[src/rtl/mac40_pkg.sv]
package mac40_pkg;

    typedef enum logic [2:0] {
        OP_NOP = 3'd0,
        OP_MUL = 3'd1,
        OP_MAC = 3'd2,
        OP_MSU = 3'd3,
        OP_CLR = 3'd4,
        OP_SAT = 3'd5
    } mac_op_e;

endpackage

[src/rtl/mac40_mult.sv]
module mac40_mult #(
    parameter int DATA_W  = 16,
    parameter int GUARD_W = 8
) (
    input  logic [DATA_W-1:0]          x_i,
    input  logic [DATA_W-1:0]          y_i,
    input  logic                       x_signed_i,
    input  logic                       y_signed_i,
    input  logic                       frac_i,
    output logic [2*DATA_W+GUARD_W-1:0] prod_o
);
    localparam int EXT_W  = DATA_W + 1;
    localparam int MUL_W  = 2 * EXT_W;
    localparam int PROD_W = 2 * DATA_W;
    localparam int ACC_W  = PROD_W + GUARD_W;
    localparam int PAD_W  = ACC_W - MUL_W;

    logic signed [EXT_W-1:0] x_ext;
    logic signed [EXT_W-1:0] y_ext;
    logic signed [MUL_W-1:0] x_wide;
    logic signed [MUL_W-1:0] y_wide;
    logic signed [MUL_W-1:0] prod_raw;
    logic        [ACC_W-1:0] prod_full;

    // operand sign handling for multiword arithmetic
    assign x_ext    = {x_signed_i & x_i[DATA_W-1], x_i};
    assign y_ext    = {y_signed_i & y_i[DATA_W-1], y_i};
    assign x_wide   = {{EXT_W{x_ext[EXT_W-1]}}, x_ext};
    assign y_wide   = {{EXT_W{y_ext[EXT_W-1]}}, y_ext};
    assign prod_raw = x_wide * y_wide;

    assign prod_full = {{PAD_W{prod_raw[MUL_W-1]}}, prod_raw};

    // fractional doubling
    assign prod_o = frac_i ? (prod_full << 1) : prod_full;

    always_comb begin
        if (!x_signed_i && !y_signed_i) begin
            assert_unsigned_pos_R7: assert (prod_o[ACC_W-1] == 1'b0);
        end
    end

endmodule

[src/rtl/mac40_accum.sv]
module mac40_accum
    import mac40_pkg::*;
#(
    parameter int PROD_W = 32,
    parameter int ACC_W  = 40
) (
    input  logic             clk,
    input  logic             rst_n,
    input  mac_op_e          op_i,
    input  logic [ACC_W-1:0] prod_i,
    output logic [ACC_W-1:0] acc_o,
    output logic             ovf_o
);
    localparam int TOP_W = ACC_W - PROD_W + 1;
    localparam logic [ACC_W-1:0] POS_LIM = {{TOP_W{1'b0}}, {(PROD_W-1){1'b1}}};
    localparam logic [ACC_W-1:0] NEG_LIM = {{TOP_W{1'b1}}, {(PROD_W-1){1'b0}}};

    logic [ACC_W-1:0] acc_q;
    logic [ACC_W-1:0] acc_nxt;
    logic             guard_bad;

    // guard bits no longer a sign extension
    assign guard_bad = !((&acc_q[ACC_W-1:PROD_W-1]) || !(|acc_q[ACC_W-1:PROD_W-1]));

    always_ff @(posedge clk or negedge rst_n) begin
        if (!rst_n) begin
            acc_q <= '0;
        end else begin
            acc_q <= acc_nxt;
        end
    end

    always_comb begin
        acc_nxt = acc_q;
        unique case (op_i)
            OP_NOP: acc_nxt = acc_q;
            OP_MUL: acc_nxt = prod_i;
            OP_MAC: acc_nxt = acc_q + prod_i;
            OP_MSU: acc_nxt = acc_q - prod_i;
            OP_CLR: acc_nxt = '0;
            OP_SAT: begin
                if (guard_bad) begin
                    acc_nxt = acc_q[ACC_W-1] ? NEG_LIM : POS_LIM;
                end
            end
            default: acc_nxt = acc_q;
        endcase
    end

    assign acc_o = acc_q;
    assign ovf_o = guard_bad;

    assert_load_R2: assert property (@(posedge clk) disable iff (!rst_n)
        op_i == OP_MUL |=> acc_q == $past(prod_i));
    assert_add_R3: assert property (@(posedge clk) disable iff (!rst_n)
        op_i == OP_MAC |=> acc_q == $past(acc_q) + $past(prod_i));
    assert_sub_R4: assert property (@(posedge clk) disable iff (!rst_n)
        op_i == OP_MSU |=> acc_q == $past(acc_q) - $past(prod_i));
    assert_clear_R5: assert property (@(posedge clk) disable iff (!rst_n)
        op_i == OP_CLR |=> acc_q == '0);
    assert_hold_R6: assert property (@(posedge clk) disable iff (!rst_n)
        op_i == OP_NOP |=> $stable(acc_q));
    assert_sat_clear_R10: assert property (@(posedge clk) disable iff (!rst_n)
        op_i == OP_SAT |=> !ovf_o);

endmodule

[src/rtl/mac40_outstage.sv]
module mac40_outstage #(
    parameter int DATA_W = 16,
    parameter int ACC_W  = 40
) (
    input  logic [ACC_W-DATA_W:0] acc_hi_i,
    input  logic                  round_i,
    output logic [DATA_W-1:0]     res_o
);
    localparam int HI_W  = ACC_W - DATA_W;
    localparam int SUM_W = HI_W + 1;
    localparam logic [DATA_W-1:0] MAX16 = {1'b0, {(DATA_W-1){1'b1}}};
    localparam logic [DATA_W-1:0] MIN16 = {1'b1, {(DATA_W-1){1'b0}}};

    logic [SUM_W-1:0] upper;
    logic [SUM_W-1:0] sum;
    logic             in_range;

    // bit 0 of acc_hi_i is the half-LSB position of the 16-bit view
    assign upper    = {acc_hi_i[HI_W], acc_hi_i[HI_W:1]};
    assign sum      = upper + {{HI_W{1'b0}}, round_i & acc_hi_i[0]};
    assign in_range = (&sum[SUM_W-1:DATA_W-1]) || !(|sum[SUM_W-1:DATA_W-1]);

    always_comb begin
        if (in_range) begin
            res_o = sum[DATA_W-1:0];
        end else begin
            res_o = sum[SUM_W-1] ? MIN16 : MAX16;
        end
    end

endmodule

[src/rtl/mac40_unit.sv]
module mac40_unit
    import mac40_pkg::*;
#(
    parameter int DATA_W  = 16,
    parameter int GUARD_W = 8
) (
    input  logic                        clk,
    input  logic                        rst_n,
    input  logic [2:0]                  op_i,
    input  logic [DATA_W-1:0]           x_i,
    input  logic [DATA_W-1:0]           y_i,
    input  logic                        x_signed_i,
    input  logic                        y_signed_i,
    input  logic                        frac_i,
    input  logic                        round_i,
    output logic [2*DATA_W+GUARD_W-1:0] acc_o,
    output logic                        ovf_o,
    output logic [DATA_W-1:0]           res16_o
);
    localparam int PROD_W = 2 * DATA_W;
    localparam int ACC_W  = PROD_W + GUARD_W;

    logic [ACC_W-1:0] prod_w;
    logic [ACC_W-1:0] acc_w;
    mac_op_e          op_w;

    assign op_w = mac_op_e'(op_i);

    mac40_mult #(.DATA_W(DATA_W), .GUARD_W(GUARD_W)) u_mult (
        .x_i        (x_i),
        .y_i        (y_i),
        .x_signed_i (x_signed_i),
        .y_signed_i (y_signed_i),
        .frac_i     (frac_i),
        .prod_o     (prod_w)
    );

    mac40_accum #(.PROD_W(PROD_W), .ACC_W(ACC_W)) u_accum (
        .clk    (clk),
        .rst_n  (rst_n),
        .op_i   (op_w),
        .prod_i (prod_w),
        .acc_o  (acc_w),
        .ovf_o  (ovf_o)
    );

    mac40_outstage #(.DATA_W(DATA_W), .ACC_W(ACC_W)) u_out (
        .acc_hi_i (acc_w[ACC_W-1:DATA_W-1]),
        .round_i  (round_i),
        .res_o    (res16_o)
    );

    assign acc_o = acc_w;

    assert_res_clamp_R11: assert property (@(posedge clk) disable iff (!rst_n)
        (ovf_o && !round_i) |-> (res16_o == {1'b0, {(DATA_W-1){1'b1}}} ||
                                 res16_o == {1'b1, {(DATA_W-1){1'b0}}}));

endmodule

[config.mk]
export PLATFORM = sky130hd
export DESIGN_NAME = mac40_unit
export DESIGN_NICKNAME = d
export VERILOG_FILES = /design/src/rtl/mac40_pkg.sv /design/src/rtl/mac40_mult.sv /design/src/rtl/mac40_accum.sv /design/src/rtl/mac40_outstage.sv /design/src/rtl/mac40_unit.sv
export SDC_FILE = /design/constraint.sdc
export NUM_CORES = 1
export LEC_CHECK = 0
export ABC_AREA = 1
export CAP_MARGIN = 10
export CORE_AREA = 10 10 217 374
export CTS_CLUSTER_SIZE = 8
export DETAILED_ROUTE_END_ITERATION = 8
export DIE_AREA = 0 0 227 384
export GPL_TIMING_DRIVEN = 1
export MAX_ROUTING_LAYER = met4
export PLACE_DENSITY = 0.45
export SETUP_SLACK_MARGIN = 0.02
export SLEW_MARGIN = 20
export SYNTH_ARGS = -nofsm -noshare
export SYNTH_HDL_FRONTEND = slang
export SYNTH_SLANG_ARGS = --single-unit
[constraint.sdc]
create_clock -name clk -period 4.9 [get_ports clk]
set_input_delay 0.98 -clock clk [delete_from_list [all_inputs] [get_ports clk]]
set_output_delay 0.98 -clock clk [all_outputs]
set_load 0.05 [all_outputs]
==> results of run 1 <==
## synth_stat cells, drive strengths merged (8+ instances only)
library cell,number,share of area [%]
a21o,8,0.32
a21oi,101,2.7
a31oi,15,0.51
buf,11,0.39
clkbuf,80,1.6
dfrtp,40,5.4
fa,297,32
ha,127,8.6
inv,685,14
nand2,800,16
nand3,133,3.8
nand3b,15,0.61
nand4,26,0.91
nor2,181,3.9
nor3,22,0.74
nor4,9,0.37
o211ai,9,0.36
o21ai,80,2.2
o22ai,16,0.54
or2,11,0.37
xnor2,10,0.47
xor2,59,2.8
## area by class of cell
type                            instances  area [um^2]
Antenna cell                            1         2.50
Clock buffer                            6          139
Clock inverter                          2         15.0
Fill cell                            7632        44600
Inverter                              688         2620
Multi-Input combinational cell       1942        17800
Sequential cell                        40         1000
Tap cell                              945         1180
Timing Repair Buffer                  739         7330
Timing Repair inverter                  1         8.76
## metal layers
layer  GRT usage (%)  vias up  routed length (um)
met5               -        -                   0
li1                -     9554                   -
met4            9.62        0                5070
met3           0.695      168                1260
met1            16.7     9423               25400
met2            36.4      330               44600
## kinds of logic after synthesis
kind of cell	Yosys count
AND/OR/NAND/NOR	1199
buffers and inverters	779
adder cells (fa/ha/maj)	424
AO/OA/AOI/OAI	250
XOR/XNOR	69
flip-flops	40
## how the worst max path moves through the flow
stage	startpoint	to	slack, ps	depth (start not counted)
floorplan	x_i[15]	u_accum.acc_o[37]	-3150	48
global placement	x_i[15]	u_accum.acc_o[38]	-4810	45
detailed placement	x_i[15]	u_accum.acc_o[38]	-4820	45
CTS	x_i[15]	u_accum.acc_o[38]	-3400	48
global route	x_i[15]	u_accum.acc_o[38]	-3850	49
finish	y_i[7]	u_accum.acc_o[36]	-3390	46
## what timing repair did
item / CTS / global route
gates cloned: 19 / 0
endpoints found under the setup margin: 51 / 52
resized for setup: 706 / 226
pin swaps: 302 / 168
setup buffers: 118 / 40
## worst register-to-register path, stage by stage, from the launching register on
cell and delay [ps]:
dfrtp_1 590, nand2_1 180, nor2_1 70, nand3_1 100, nor2_1 60, a31oi_1 420
o21ai_2 100, nor2_1 740, inv_2 310, o32a_1 420
## per-stage QoR
stage | setup TNS (ps) | util, % | hold slack (ps)
after floorplan | -78010 | - | 684
after global placement | -131320 | 34.2 | 506
after detailed placement | -130880 | 34.2 | 540
after CTS | -94660 | 38.8 | 558
after global routing | -111050 | 40.3 | 598
final | -95170 | 40.3 | 553
==> out/qor.csv, run 1 <==
metric,value,unit
critPathSlowestCell,fa_1,
dpl.hpwl,60.8,mm
cp_slowest_stage_delay,540,ps
r2r-start,u_accum.acc_o[31],
cts_max_level,2,
cts_buffers,5,
synth_top_family_by_area,adder cells,
failed_checks,setup timing,
grt_antenna_before_repair,1,
critPathArrivalTime,8530,ps
core-area,0.0747,mm^2
hold_path_depth,2,
viasPerCell,4.46,
ant_nets,0,
r2r_slack,1800,ps
path_delay_family,adder cells,
pre_cts_ws,-4820,ps
worstPathRequired,5140,ps
synth_edf_count,0,
drv_cap,0,
vias,19500,
dr.pass1.iters,6,
largest_reg_flops,40,
hold_buffers,0,
muxShareOfSynthArea,0,%
worst-setup-path-type,in2reg,
fin_skew,18.1,ps
ys_warn_count,0,
grt_pass1_vias,20900,
place_area,0.0255,mm^2
synth_adder_area_share,40.7,%
clk_path_buf_depth,2,
dpl.cell_count,4181,
synth-compound-area-share,7.72,%
status,finished with violations,
rsz0062_at_grt,yes,
root_buffer,clkbuf_16,
synth_simple_gate_area_share,27.0,%
grtUsageTotal,18.1,%
layout-drive-gt1-share,40.6,%
drtIter0Drc,601,
instances_no_fill,4364,
reg2reg_to,u_accum.acc_o[23],
dieArea,0.0872,mm^2
rr_worst_depth,9,
grt_max_degree,41,
crit_path_end_kind,flop,
port_buffers,97,
min_period,8290,ps
worstPathMaxFanout,6,
fmax,0.121,GHz
final_common_cell,nand2_1,
ys_async_sr_fraction,100,%
synth-xor-area-share,3.26,%
fin_nets,3882,
tritoncts,done,
drc,0,
grt_pass1_wl,118,mm
synth_seq_area_share,5.40,%
hp-class,reg2reg,
worstHoldEndpoint,u_accum.acc_o[4],
synth_seq_cells,40,
worstMarginPinSlew,967,ps
design_area,0.0301,mm^2
setup_ws,-3390,ps
synth_nets,3226,
die_h,384,um
synth_cell_types,51,
gp_congestion,0.925,
holdCritStartpoint,u_accum.acc_o[4],
drv_slew,0,
final_cell_mix,"583 x nand2_1, 573 x inv_1, 485 x buf_4, 275 x fa_1, 165 x nand2_2",
clkLatencyLatePin,320,ps
cp-start-kind,primary input,
cp_num_buf_inv,14,
setup_viol,51,
avgRoutedWirePerCell,17.5,um
syn2layout_area_growth,62.8,%
period_share,169,%
clk_pin_slew,70,ps
synth.avg_cell_area,6.71,um^2
die_x,227,um
syn-instance-count,2761,
max-slew-margin-rel,35.3,%
hold_viol,0,
initial_core_util,24.8,%
critPathMostFrequentCell,fa_1,
rows,133,
clock_sinks,40,
wl,76.3,mm
overflow,0,
synth_ff_type,dfrtp_1,
synthesis.area,0.0185,mm^2
ios,98,
Power of run 1 is not shown: default switching activity piles up to over one toggle a cycle in this logic, so the estimate is an artifact.
==> run 2, diff against run 1 <==
- CORE_AREA: 10 10 217 374 -> 10 10 284 286
- CTS_BUF_LIST: unset -> sky130_fd_sc_hd__clkbuf_2
- DIE_AREA: 0 0 227 384 -> 0 0 294 296
==> run 2 against run 1 <==
Net effect:
- cell area decreased by 2.8%
- critical path depth shrank 1
- routed wire length is 11% lower
- register-to-register slack worse by 80 ps
- flip-flop and latch count stayed put
- first-iteration DRC count increased by 65%
- non-clock buffer count down 45
- critical path type unchanged
- highest routed layer unchanged
- global-route usage decreased by 1.9 points
- cell count decreased by 0.32%
- the run still ends with setup timing left
- clock-buffer cell count is the same
- critical endpoint is now u_accum.acc_o[39]
==> out/qor.csv, run 2 (same netlist as run 1, synthesis figures left out) <==
metric,value,unit
status,finished with violations,
failed_checks,setup timing,
cts_buffers,5,
cts_max_level,2,
overflow,0,
critPathSlowestCell,fa_1,
final_common_cell,nand2_1,
worstPathMaxFanout,5,
period_share,165,%
hold_buffers,0,
rsz0062_at_grt,yes,
die_x,294,um
crit_start,y_i[11],
tritoncts,done,
drc,0,
m1WireLength,32.6,mm
rows,101,
crit_path_end_kind,flop,
drtIter0Drc,991,
setup_ws,-3170,ps
grt_max_degree,41,
path_delay_family,adder cells,
cp-start-kind,primary input,
avgRoutedWirePerCell,15.6,um
drv_slew,0,
dpl.hpwl,55.2,mm
layout-drive-gt1-share,39.1,%
clock_sinks,40,
wl,67.9,mm
clk_path_buf_depth,2,
cp_num_buf_inv,13,
vias,19100,
ios,98,
gp_congestion,0.905,
dr.pass1.iters,6,
hold_viol,0,
root_buffer,clkbuf_2,
clkLatencyLatePin,470,ps
grt_pass1_vias,20000,
grt_antenna_before_repair,1,
syn2layout_area_growth,58.2,%
fin_skew,52.2,ps
worstPathRequired,5340,ps
worstMarginPinSlew,857,ps
highest_layer,met4,
dr_wl_met3,2.07,mm
critPathArrivalTime,8510,ps
clk_pin_slew,310,ps
r2r-start,u_accum.acc_o[31],
dieArea,0.0870,mm^2
worst-setup-path-type,in2reg,
setup_viol,35,
grt_pass1_wl,110,mm
critPathMostFrequentCell,fa_1,
cp_slowest_stage_delay,540,ps
drv_cap,0,
max-slew-margin-rel,42.7,%
viasPerCell,4.40,
die_h,296,um
fmax,0.124,GHz
initial_core_util,24.6,%
ant_nets,0,
met2WireLength,32.4,mm
min_period,8070,ps
grtUsageTotal,16.2,%
port_buffers,97,
final_cell_mix,"596 x nand2_1, 585 x inv_1, 486 x buf_4, 278 x fa_1, 141 x nand2_2",
hp-class,in2async,
largest_reg_flops,40,
pre_cts_ws,-4450,ps
fin_nets,3836,
core-area,0.0752,mm^2
==> run 2: cell types whose count changed in the layout (fill, tap and decap cells not counted), sizes merged <==
cell,change
buf,-52
bufbuf,-2
clkbuf,+4
clkdlybuf4s15,+4
clkdlybuf4s50,-1
clkinv,+1
clkinvlp,-2
dlygate4sd2,+2
inv,-1
==> run 2: cell type report <==
class                           instances  area, um^2
Fill cell                            7780       45900
Multi-Input combinational cell       1942       17900
Timing Repair Buffer                  694        6530
Inverter                              688        2610
Tap cell                              978        1220
Sequential cell                        40        1000
Clock buffer                            6        30.0
Clock inverter                          1        5.00
Antenna cell                            1        2.50
==> run 2: per-layer routing <==
| metal | global-route usage (%) | vias to the layer above |
|---|---|---|
| li1 | - | 9475 |
| met1 | 22.1 | 9303 |
| met2 | 26.9 | 301 |
| met3 | 1.06 | 42 |
| met4 | 2.04 | 0 |
| met5 | - | - |
==> run 2: final timing paths <==
check	to	slack, ps	cells past startpoint
min in group clk	u_accum.acc_o[15]	620	2
max in group asynchronous	u_accum.acc_o[15]	3970	1
worst max-delay path	u_accum.acc_o[39]	-3170	45
worst min-delay path	u_accum.acc_o[23]	470	1
worst max register to register	u_accum.acc_o[23]	1720	9
worst min register to register	u_accum.acc_o[15]	620	2
==> run 2: metrics by stage <==
| stage | hold slack (ps) | utilization (%) | std cells | cell area, um^2 | setup TNS, ps |
|---|---|---|---|---|---|
| final | 471 | 39.0 | 4350 | 29300 | -86680 |
| after global routing | 501 | 39.0 | 4350 | 29300 | -97830 |
| after global placement | 571 | 33.8 | 4210 | 25400 | -125780 |
| after floorplan | 684 | - | 2761 | 20100 | -78010 |
| after CTS | 626 | 37.5 | 4315 | 28200 | -85470 |
| after detailed placement | 566 | 33.8 | 4210 | 25400 | -126280 |
==> run 2: timing repair <==
action,4_1_cts,5_1_grt
endpoints found under the setup margin,51,51
buffers inserted,89,36
cloned,12,0
gates resized for setup,613,215
pin swaps,246,166
Power of run 2 is left out for the same reason.
==> run 3, diff against run 2 <==
- TNS_END_PERCENT: unset -> 5
==> run 3 against run 2 <==
Net effect:
- the flow still finishes with violations (setup timing)
- clock-buffer cell count unchanged
- first-iteration DRC count shrank 10%
- flip-flop and latch count did not move
- via count fell by 4.0%
- setup slack got worse by 270 ps
- cell area decreased by 11%
- sequential share of layout area is 0.43 points higher
- clock skew rose by 23 ps
- critical endpoint is now u_accum.acc_o[38]
==> out/qor.csv, run 3 (same netlist as run 1, synthesis figures left out) <==
metric,value,unit
layout-drive-gt1-share,26.0,%
fin_skew,74.8,ps
ant_nets,0,
multiInputGateArea,0.0161,mm^2
initial_core_util,24.6,%
wl,62.1,mm
drv_cap,0,
dr.pass1.iters,5,
final_cell_mix,"717 x nand2_1, 664 x inv_1, 462 x buf_4, 288 x fa_1, 110 x nand3_1",
worstMarginPinSlew,649,ps
instances_no_fill,4244,
largest_reg_flops,40,
rows,101,
crit_path_end_kind,flop,
critPathSlowestCell,fa_2,
grt_antenna_before_repair,3,
dieArea,0.0870,mm^2
cts_buffers,5,
tns,-98200,ps
syn2layout_area_growth,40.3,%
grt_max_degree,41,
reg2reg_to,u_accum.acc_o[34],
fmax,0.120,GHz
dpl.hpwl,54.5,mm
clkLatencyLatePin,530,ps
rsz0062_at_grt,yes,
drc,0,
ff_latch_area,0.00100,mm^2
drtIter0Drc,890,
grt_pass1_vias,19500,
gp_congestion,0.891,
worstPathRequired,5330,ps
hp-class,in2async,
min_period,8340,ps
setup_viol,36,
overflow,0,
worstPathMaxFanout,6,
worst-setup-path-type,in2reg,
avgRoutedWirePerCell,14.6,um
viasPerCell,4.32,
clk_pin_slew,320,ps
final_common_cell,nand2_1,
fill_cells,8173,
period_share,170,%
r2r-start,u_accum.acc_o[0],
hold_viol,0,
fin_nets,3728,
die_h,296,um
failed_checks,setup timing,
ios,98,
setup_ws,-3440,ps
core-area,0.0752,mm^2
drv_slew,0,
clk_path_buf_depth,2,
max-slew-margin-rel,56.7,%
tritoncts,done,
clock_sinks,40,
fin_hold_ws,395,ps
cp-start-kind,primary input,
r2r_slack,1970,ps
rr_worst_depth,21,
status,finished with violations,
port_buffers,97,
vias,18400,
root_buffer,clkbuf_2,
grtUsageTotal,15.2,%
dpl.cell_count,4203,
die_x,294,um
cts_max_level,2,
grt_pass1_wl,103,mm
critPathArrivalTime,8770,ps
cp_slowest_stage_delay,650,ps
[run 3: layout make-up]
type,count,area share [%]
multi-input cells,1942,61.9
repair buffers,586,19.4
flip-flops and latches,40,3.85
clock buffers,6,0.116
inverters,688,9.96
clock inverters,2,0.135
diodes,2,0.0193
well taps,978,4.71
[run 3: stage by stage]
| step | setup slack (ps) | area (um^2) | utilization, % |
|---|---|---|---|
| 2_1_floorplan | -3150 | 18900 | - |
| 5_1_grt | -3850 | 26000 | 34.6 |
| 3_5_place_dp | -4640 | 24400 | 32.4 |
| 6_report | -3440 | 26000 | 34.6 |
| 4_1_cts | -3530 | 25400 | 33.7 |
| 3_3_place_gp | -4540 | 24400 | 32.4 |
[run 3: worst max-delay path: cells and delay by family]
kind / cells / cell delay (ps)
adder cells (fa/ha/maj): 8 / 3680
buffers and inverters: 14 / 1510
AO/OA/AOI/OAI: 5 / 520
XOR/XNOR: 1 / 160
AND/OR/NAND/NOR: 20 / 1930
[run 3: routing by layer]
| metal | vias up | global-route usage (%) | share of wire, % |
|---|---|---|---|
| met2 | 242 | 26.3 | 48 |
| li1 | 9238 | - | - |
| met4 | 0 | 1.53 | 0.81 |
| met3 | 28 | 1.17 | 3.1 |
| met5 | - | - | 0 |
| met1 | 8843 | 19.7 | 48 |
[run 3: worst max-delay path by stage]
stage,slack (ps),endpoint,cells after the start,startpoint
2_1_floorplan,-3150,u_accum.acc_o[37],48,x_i[15]
3_3_place_gp,-4540,u_accum.acc_o[39],43,x_i[15]
3_5_place_dp,-4640,u_accum.acc_o[39],43,x_i[15]
4_1_cts,-3530,u_accum.acc_o[39],42,y_i[4]
5_1_grt,-3850,u_accum.acc_o[38],48,x_i[9]
6_report,-3440,u_accum.acc_o[38],48,y_i[4]
[run 3: repair_timing]
| action | in CTS | in global routing |
|---|---|---|
| hold buffers | 0 | 0 |
| pin swaps | 74 | 84 |
| resized for setup | 189 | 144 |
| endpoints found under the setup margin | 51 | 51 |
| buffers inserted | 19 | 12 |
Power of run 3 is left out for the same reason.
